--- src/rtl/tgt_phase_pkg.sv ---
package tgt_phase_pkg;

  typedef enum logic [2:0] {
    ST_FREE,
    ST_SELECT,
    ST_CMD,
    ST_EXEC,
    ST_DIN,
    ST_DOUT,
    ST_STAT,
    ST_MSGI
  } seq_state_e;

  typedef enum logic [1:0] {
    DIR_NONE = 2'd0,
    DIR_IN   = 2'd1,
    DIR_OUT  = 2'd2,
    DIR_RSVD = 2'd3
  } data_dir_e;

  // sub-steps of a transfer phase: settle lines, launch, wait for done
  typedef enum logic [1:0] {
    STEP_SETTLE = 2'd0,
    STEP_LAUNCH = 2'd1,
    STEP_WAIT   = 2'd2
  } xfer_step_e;

  // phase line value {msg, cd, io} for a state
  function automatic logic [2:0] phase_code(input seq_state_e s);
    case (s)
      ST_CMD, ST_EXEC: phase_code = 3'b010;
      ST_DIN:          phase_code = 3'b001;
      ST_DOUT:         phase_code = 3'b000;
      ST_STAT:         phase_code = 3'b011;
      ST_MSGI:         phase_code = 3'b111;
      default:         phase_code = 3'b000;
    endcase
  endfunction

  function automatic logic is_xfer_state(input seq_state_e s);
    is_xfer_state = (s == ST_CMD) || (s == ST_DIN) || (s == ST_DOUT) ||
                    (s == ST_STAT) || (s == ST_MSGI);
  endfunction

endpackage

--- src/rtl/tgt_rst_sync.sv ---
module tgt_rst_sync #(
  parameter int STAGES = 2
) (
  input  logic clk,
  input  logic rst_n,
  output logic rst_n_sync
);

  logic [STAGES-1:0] chain_q;

  always_ff @(posedge clk or negedge rst_n) begin
    if (!rst_n) chain_q <= '0;
    else        chain_q <= {chain_q[STAGES-2:0], 1'b1};
  end

  assign rst_n_sync = chain_q[STAGES-1];

endmodule

--- src/rtl/tgt_sel_match.sv ---
module tgt_sel_match #(
  parameter int ID_W = 3,
  localparam int DATA_W = 1 << ID_W
) (
  input  logic              bus_sel,
  input  logic              bus_bsy_in,
  input  logic [DATA_W-1:0] bus_data_in,
  input  logic [ID_W-1:0]   cfg_id,
  input  logic              cfg_lun_present,
  output logic              sel_hit
);

  logic [DATA_W-1:0] id_onehot;

  for (genvar g = 0; g < DATA_W; g++) begin : g_dec
    assign id_onehot[g] = (cfg_id == ID_W'(g));
  end

  logic id_seen;
  assign id_seen = |(id_onehot & bus_data_in);
  assign sel_hit = bus_sel && !bus_bsy_in && id_seen && cfg_lun_present;

endmodule

--- src/rtl/tgt_exec_timer.sv ---
module tgt_exec_timer #(
  parameter int CNT_W = 16
) (
  input  logic             clk,
  input  logic             rst_n,
  input  logic             clr,
  input  logic [CNT_W-1:0] limit,
  output logic             elapsed
);

  logic [CNT_W-1:0] cnt_q, cnt_d;
  logic             cnt_en;

  assign cnt_en = clr || (cnt_q != {CNT_W{1'b1}});

  always_comb begin
    cnt_d = cnt_q + CNT_W'(1);
    if (clr) cnt_d = '0;
  end

  always_ff @(posedge clk or negedge rst_n) begin
    if (!rst_n)      cnt_q <= '0;
    else if (cnt_en) cnt_q <= cnt_d;
  end

  assign elapsed = (cnt_q >= limit);

endmodule

--- src/rtl/tgt_phase_seq.sv ---
module tgt_phase_seq
  import tgt_phase_pkg::*;
#(
  parameter int ID_W    = 3,
  parameter int CNT_W   = 16,
  parameter int LEN_W   = 16,
  parameter int CMD_LEN = 6,
  localparam int DATA_W = 1 << ID_W
) (
  input  logic              clk,
  input  logic              rst_n,
  input  logic              bus_rst,
  input  logic              bus_sel,
  input  logic              bus_bsy_in,
  input  logic [DATA_W-1:0] bus_data_in,
  input  logic [ID_W-1:0]   cfg_id,
  input  logic              cfg_lun_present,
  input  logic [CNT_W-1:0]  cfg_min_exec,
  output logic              exec_req,
  input  logic              dec_valid,
  input  logic [1:0]        dec_dir,
  input  logic [LEN_W-1:0]  dec_len,
  input  logic [7:0]        dec_status,
  input  logic [7:0]        dec_message,
  output logic              xfer_start,
  output logic [LEN_W-1:0]  xfer_len,
  input  logic              xfer_done,
  output logic [7:0]        tx_byte,
  output logic              drv_bsy,
  output logic              drv_msg,
  output logic              drv_cd,
  output logic              drv_io
);

  logic rst_n_int;

  tgt_rst_sync #(.STAGES(2)) u_rst_sync (
    .clk        (clk),
    .rst_n      (rst_n),
    .rst_n_sync (rst_n_int)
  );

  // ---------------- selection and execution timer ----------------
  logic sel_hit;

  tgt_sel_match #(.ID_W(ID_W)) u_sel (
    .bus_sel         (bus_sel),
    .bus_bsy_in      (bus_bsy_in),
    .bus_data_in     (bus_data_in),
    .cfg_id          (cfg_id),
    .cfg_lun_present (cfg_lun_present),
    .sel_hit         (sel_hit)
  );

  seq_state_e state_q, state_d;
  xfer_step_e step_q, step_d;
  logic       timer_clr, timer_ok;

  tgt_exec_timer #(.CNT_W(CNT_W)) u_timer (
    .clk     (clk),
    .rst_n   (rst_n_int),
    .clr     (timer_clr),
    .limit   (cfg_min_exec),
    .elapsed (timer_ok)
  );

  // ---------------- captured decoder reply ----------------
  logic             have_dec_q, have_dec_d;
  data_dir_e        dir_q, dir_d;
  logic [LEN_W-1:0] len_q, len_d;
  logic [7:0]       stat_q, stat_d;
  logic [7:0]       msg_q, msg_d;
  logic             ctx_en;

  logic xfer_finished;
  logic has_data;

  assign xfer_finished = (step_q == STEP_WAIT) && xfer_done;
  assign has_data      = ((dir_q == DIR_IN) || (dir_q == DIR_OUT)) && (len_q != '0);

  // ---------------- next state ----------------
  always_comb begin
    state_d = state_q;
    unique case (state_q)
      ST_FREE:   if (sel_hit) state_d = ST_SELECT;
      ST_SELECT: if (!bus_sel) state_d = ST_CMD;
      ST_CMD:    if (xfer_finished) state_d = ST_EXEC;
      ST_EXEC: begin
        if (have_dec_q && timer_ok) begin
          if (has_data && (dir_q == DIR_IN))       state_d = ST_DIN;
          else if (has_data && (dir_q == DIR_OUT)) state_d = ST_DOUT;
          else                                     state_d = ST_STAT;
        end
      end
      ST_DIN, ST_DOUT: if (xfer_finished && timer_ok) state_d = ST_STAT;
      ST_STAT:   if (xfer_finished) state_d = ST_MSGI;
      ST_MSGI:   if (xfer_finished) state_d = ST_FREE;
      default:   state_d = ST_FREE;
    endcase
    if (bus_rst) state_d = ST_FREE;
  end

  always_comb begin
    step_d = step_q;
    if (state_d != state_q) begin
      step_d = STEP_SETTLE;
    end else begin
      unique case (step_q)
        STEP_SETTLE: step_d = STEP_LAUNCH;
        STEP_LAUNCH: step_d = STEP_WAIT;
        default:     step_d = STEP_WAIT;
      endcase
    end
  end

  assign timer_clr = bus_rst || ((state_q == ST_CMD) && (state_d == ST_EXEC));

  always_comb begin
    have_dec_d = have_dec_q;
    dir_d      = dir_q;
    len_d      = len_q;
    stat_d     = stat_q;
    msg_d      = msg_q;
    if (state_d == ST_FREE) begin
      have_dec_d = 1'b0;
      dir_d      = DIR_NONE;
      len_d      = '0;
      stat_d     = 8'h00;
      msg_d      = 8'h00;
    end else if ((state_q == ST_EXEC) && dec_valid && !have_dec_q) begin
      have_dec_d = 1'b1;
      dir_d      = data_dir_e'(dec_dir);
      len_d      = dec_len;
      stat_d     = dec_status;
      msg_d      = dec_message;
    end
  end

  assign ctx_en = (state_d == ST_FREE) || (state_q == ST_EXEC);

  // ---------------- registers ----------------
  always_ff @(posedge clk or negedge rst_n_int) begin
    if (!rst_n_int) begin
      state_q <= ST_FREE;
      step_q  <= STEP_SETTLE;
    end else begin
      state_q <= state_d;
      step_q  <= step_d;
    end
  end

  always_ff @(posedge clk or negedge rst_n_int) begin
    if (!rst_n_int) begin
      have_dec_q <= 1'b0;
      dir_q      <= DIR_NONE;
      len_q      <= '0;
      stat_q     <= 8'h00;
      msg_q      <= 8'h00;
    end else if (ctx_en) begin
      have_dec_q <= have_dec_d;
      dir_q      <= dir_d;
      len_q      <= len_d;
      stat_q     <= stat_d;
      msg_q      <= msg_d;
    end
  end

  // ---------------- outputs ----------------
  logic [2:0] lines;
  assign lines = phase_code(state_q);

  assign drv_msg    = lines[2];
  assign drv_cd     = lines[1];
  assign drv_io     = lines[0];
  assign drv_bsy    = (state_q != ST_FREE);
  assign exec_req   = (state_q == ST_EXEC) && (step_q == STEP_SETTLE);
  assign xfer_start = is_xfer_state(state_q) && (step_q == STEP_LAUNCH);
  assign tx_byte    = (state_q == ST_MSGI) ? msg_q : stat_q;

  always_comb begin
    unique case (state_q)
      ST_CMD:          xfer_len = LEN_W'(CMD_LEN);
      ST_DIN, ST_DOUT: xfer_len = len_q;
      ST_STAT, ST_MSGI: xfer_len = LEN_W'(1);
      default:         xfer_len = '0;
    endcase
  end

endmodule

--- config.mk ---
export PLATFORM = sky130hd
export DESIGN_NAME = tgt_phase_seq
export DESIGN_NICKNAME = d
export VERILOG_FILES = /design/src/rtl/tgt_phase_pkg.sv /design/src/rtl/tgt_rst_sync.sv /design/src/rtl/tgt_sel_match.sv /design/src/rtl/tgt_exec_timer.sv /design/src/rtl/tgt_phase_seq.sv
export SDC_FILE = /design/constraint.sdc
export NUM_CORES = 1
export LEC_CHECK = 0
export BUFFER_PORTS_ARGS = -buffer_cell sky130_fd_sc_hd__buf_2
export CAP_MARGIN = 20
export CORE_UTILIZATION = 53
export DETAILED_ROUTE_END_ITERATION = 16
export PLACE_DENSITY_LB_ADDON = 0.1
export SYNTH_ARGS = -nofsm -noshare
export SYNTH_HDL_FRONTEND = slang
export SYNTH_SLANG_ARGS = --single-unit
--- constraint.sdc ---
create_clock -name clk -period 2.45 [get_ports clk]
set_input_delay 0.245 -clock clk [delete_from_list [all_inputs] [get_ports clk]]
set_output_delay 0.245 -clock clk [all_outputs]
set_load 0.02 [all_outputs]
==> results.md <==
- Timing would allow up to 0.409 GHz.
- In the global route stage, overall resource usage came out at 24.4%.
- The number of antenna diodes in the final layout is 0.
- After synthesis, the mean cell area works out to 10.2 um^2.
- Using the TritonRoute via totals, the vias-per-cell ratio works out to 5.43.
- The nature of the critical path startpoint is a flip-flop.
- The synthesized instance count is 364.
- The critical path data arrival time is 2710 ps.
- The area of placed instances is between 4000 and 5000 um^2.
- For this run, design rule violations remaining after detail routing come to 0.
- The maximum clock path buffer count is 2.
- The post-synthesis net count is 452.
- The aggregate global routing overflow is 0.
- The post-synthesis instance area is 3720 um^2.
- Of all nets on the critical path, the largest fanout is 7.
- In this design, the critical path's most frequently occurring cell is buf_12.
- The pre-antenna-repair detailed-routing pass consisted of 4 iterations.
- The number of different library cells used by synthesis comes to 57.
- Summed over all cells, the static leakage comes to 0.00245 uW.
- The critical path goes through ha_4 -> a21o_1 -> a221o_1 -> a221oi_2 -> o21ai_2 -> buf_6 -> o21bai_4 -> a21oi_4 -> buf_12 -> buf_12 -> a21oi_2.
- The layout filler cell count is 509.
- The proportion of synthesized flip-flops having asynchronous set or reset is 100%.
- In this run switching power makes up 24.5% of total power.
- The initial DRC count is 126.
- The clock net in this run drives a total of 58 sinks.
- The analysis attributes to net switching a power of roughly 540 uW.
- The kind of end point of the critical path is a flip-flop.
- The power per cell area is roughly 440 nW/um^2.
- The slowest cell on the critical path is dfrtp_1.
- The Yosys warning count is 0.
- The die covers ~7400 um^2.
- The path class of the tightest hold or removal check is reg -> async.
- The total power is 2210 uW.
- The via count of the first global-routing pass is 2991.
- TritonCTS built the clock tree.
- Measured in cells, the most critical reg-to-reg path has a length of 11.
- The synthesized design spends more area on one cell type than any other, namely dfrtp_1.
- In this run, the clock network consumes 42.9% of the power.
- The commonest non-fill, non-tap cell in the layout is buf_2.
- The count of buffers from port buffering is 98.
- Setup repair after global routing could not meet its margin everywhere.
- The initial utilization of the core area, before any placement, comes to 54.8%.
- OpenSTA, run right after detailed placement, puts the worst setup slack at -64.1 ps.
- The delay of the slowest cell on the worst path is 410 ps.
- The startpoint of the lowest-slack register-to-register path is u_timer.cnt_q[9].
- Counting I/O delays and the setup requirement, the final critical path takes 2450 ps.
- In this run, the combinational gates consume a little under an eighth of the power.
- The clock tree root driver cell is clkbuf_8.
- The total routed wirelength is 9180 um.
- The detailed router placed 3218 vias in this run.
- In this run the register-to-register setup slack is approximately 3.2 ps.
- The clock skew after layout is between 10 and 15 ps.
- The count of final setup violators is 0.
- Routability-driven placement finished with a final weighted congestion of 0.824.
- For this run, the register share of the synthesized area comes to between 30% and 40%.
- After synthesis the netlist holds a flip-flop and latch count of 58.
- The remaining antenna violation count is 0.
- The internal portion of the total power is 1670 uW.
- From bottom edge to top edge, the die measures between 80 and 90 um.
- Sequential cells burn around 46% of the power.
- The share of final-layout standard cells stronger than drive strength 1 is a little over two fifths.
- The area growth from synthesis to layout is 34.0%.
- The top cell types in the final layout, fill and taps aside, are buf_2, dfrtp_1, mux2i_1.
- After floorplanning, the core was divided into 30 placement rows.
- The width of the die is approximately 86 um.
- After the last flow step, the layout net total stands at just under 600.
- After synthesis, the cell types taking the most area are dfrtp_1, mux2i_1, a21oi_2, ha_1, and3_1.
- Dividing the detail-routed wire length by the instance count gives between 15 and 20 um.
- The synthesized design contains 0 enable-type register cells.
- The primary flip-flop cell chosen by synthesis mapping is dfrtp_1.
- The clock slew at the register clock pins of the worst setup and hold paths is ~70 ps.
- In this run the number of H-tree levels came out at 3.
- The fraction of post-synthesis cell area in the top cell type by area is 39.0%.
- Setup slack closes at 3.15 ps.
- The number of buffers created by CTS is 9.
- The half-perimeter wire length after placement is 6150 um.
- For the worst-skew pair, the clock arrives at the later sink with an insertion delay of ~340 ps.
- The max-slew violation count is 0.
- In the finished design, the share of the clock period the worst path needs comes to 99.9%.
- The hold violation count in the final report came to 0.
- The cell area after layout is 4990 um^2.
- Across all hold checks on the routed design, the worst slack comes to 118 ps.
- The flow ran to the end, and the final reports show no timing, DRC or antenna violations.
- The global-route wire length before repair is 14000 um.
- The required arrival time at the worst endpoint is between 2000 and 3000 ps.
- The worst setup path is of the reg -> reg kind.
- The worst-case IR drop observed on VDD is between 0.0003 and 0.0004 V.
- After floorplanning, the core was sized to cover between 6000 and 7000 um^2.
- The tool flagged a number of max-cap violations equal to 0.
- The worst register-to-register path ends at len_q[1].
- The top-level port count is about 100.
- Entering global routing, the biggest net connects 35 pins.
- The number of antenna violations at the first check in global routing was 0.
==> Yosys cell counts, drive strengths merged, types with 3 or more instances <==
master,instances
nor2,29
clkbuf,6
dfrtp,58
nand2,11
mux2,9
and2,3
a21o,5
ha,19
mux2i,37
a21oi,43
o21ai,9
xnor2,3
xor2,7
and4,3
and3,20
inv,24
buf,10
o211ai,3
nand4,9
nor3,7
nand3,11
nand2b,4
nor4,5
==> worst max path at each step <==
stage | start | to | slack (ps) | cells past startpoint
5_1_grt | u_timer.cnt_q[9] | stat_q[3] | -80 | 11
3_3_place_gp | cfg_min_exec[9] | len_q[15] | -20 | 11
2_1_floorplan | u_timer.cnt_q[9] | len_q[0] | 20 | 9
6_report | u_timer.cnt_q[9] | len_q[1] | 3 | 11
4_1_cts | u_timer.cnt_q[11] | stat_q[7] | 3 | 9
3_5_place_dp | u_timer.cnt_q[9] | len_q[15] | -60 | 9
==> what timing repair did <==
action	CTS	global route
hold buffers	1	0
endpoints found under the setup margin	35	45
cloned	1	7
buffers inserted	3	4
pin swaps	0	19
resized for setup	3	17
hold endpoints to repair	2	0
==> state kept, by name (all words and copies together) (netlist names) <==
| signal | flops |
|---|---|
| len_q | 16 |
| u_timer.cnt_q | 16 |
| msg_q | 8 |
| stat_q | 8 |
| state_q | 3 |
| dir_q | 2 |
| step_q | 2 |
| u_rst_sync.chain_q | 2 |
| have_dec_q | 1 |
==> per-stage QoR <==
stage | std cells | setup TNS [ps] | utilization, %
after detailed placement | 562 | -632 | 65.0
after CTS | 582 | 0 | 69.1
final | 593 | 0 | 73.5
after global placement | 562 | -33.1 | 65.0
after floorplan | 364 | 0 | -
after global routing | 593 | -1680 | 73.5
==> logic make-up after synthesis <==
group                      Yosys count  synth area share [%]
AOI/OAI and AO/OA                   76                  16.6
xor gates and xnor gates            10                  2.35
adders and majority gates           19                  6.38
buffers and inverters               42                  6.25
DFF                                 58                  39.0
muxes                               47                  13.3
other                                1                 0.101
and+or+nand+nor                    111                  16.1
==> metal layers <==
| metal | track usage, % | vias to the layer above | share of wire [%] |
|---|---|---|---|
| met5 | 0 | - | 0 |
| met1 | 34.3 | 1531 | 46 |
| met4 | 8.48 | 0 | 1.5 |
| met3 | 4.04 | 12 | 4.5 |
| li1 | - | 1573 | - |
| met2 | 38.4 | 102 | 47 |
==> power by group through the flow <==
stage                     Sequential [uW]  Clock, uW  Combinational, uW
after floorplan                      1030          0                113
after global placement               1020          0                213
after detailed placement             1020          0                220
after CTS                            1010        955                225
after global routing                 1010        994                281
final                                1010        948                252
==> area by class of cell <==
class | instances | area [um^2] | share of cell area (%)
multi-input combinational | 264 | 2130 | 42.6
sequential | 58 | 1450 | 29.1
timing repair buffer | 136 | 993 | 19.9
clock buffer | 9 | 124 | 2.48
tap | 96 | 120 | 2.41
inverter | 24 | 90.1 | 1.80
clock inverter | 6 | 82.6 | 1.65
==> worst max-delay path: cells and delay by family (launching register included) <==
family                   cells  cell delay (ps)
AO/OA/AOI/OAI                7             1320
buffers and inverters        3              420
flip-flops                   1              410
adder cells (fa/ha/maj)      1              230
Power figures use the tool's default switching activity.
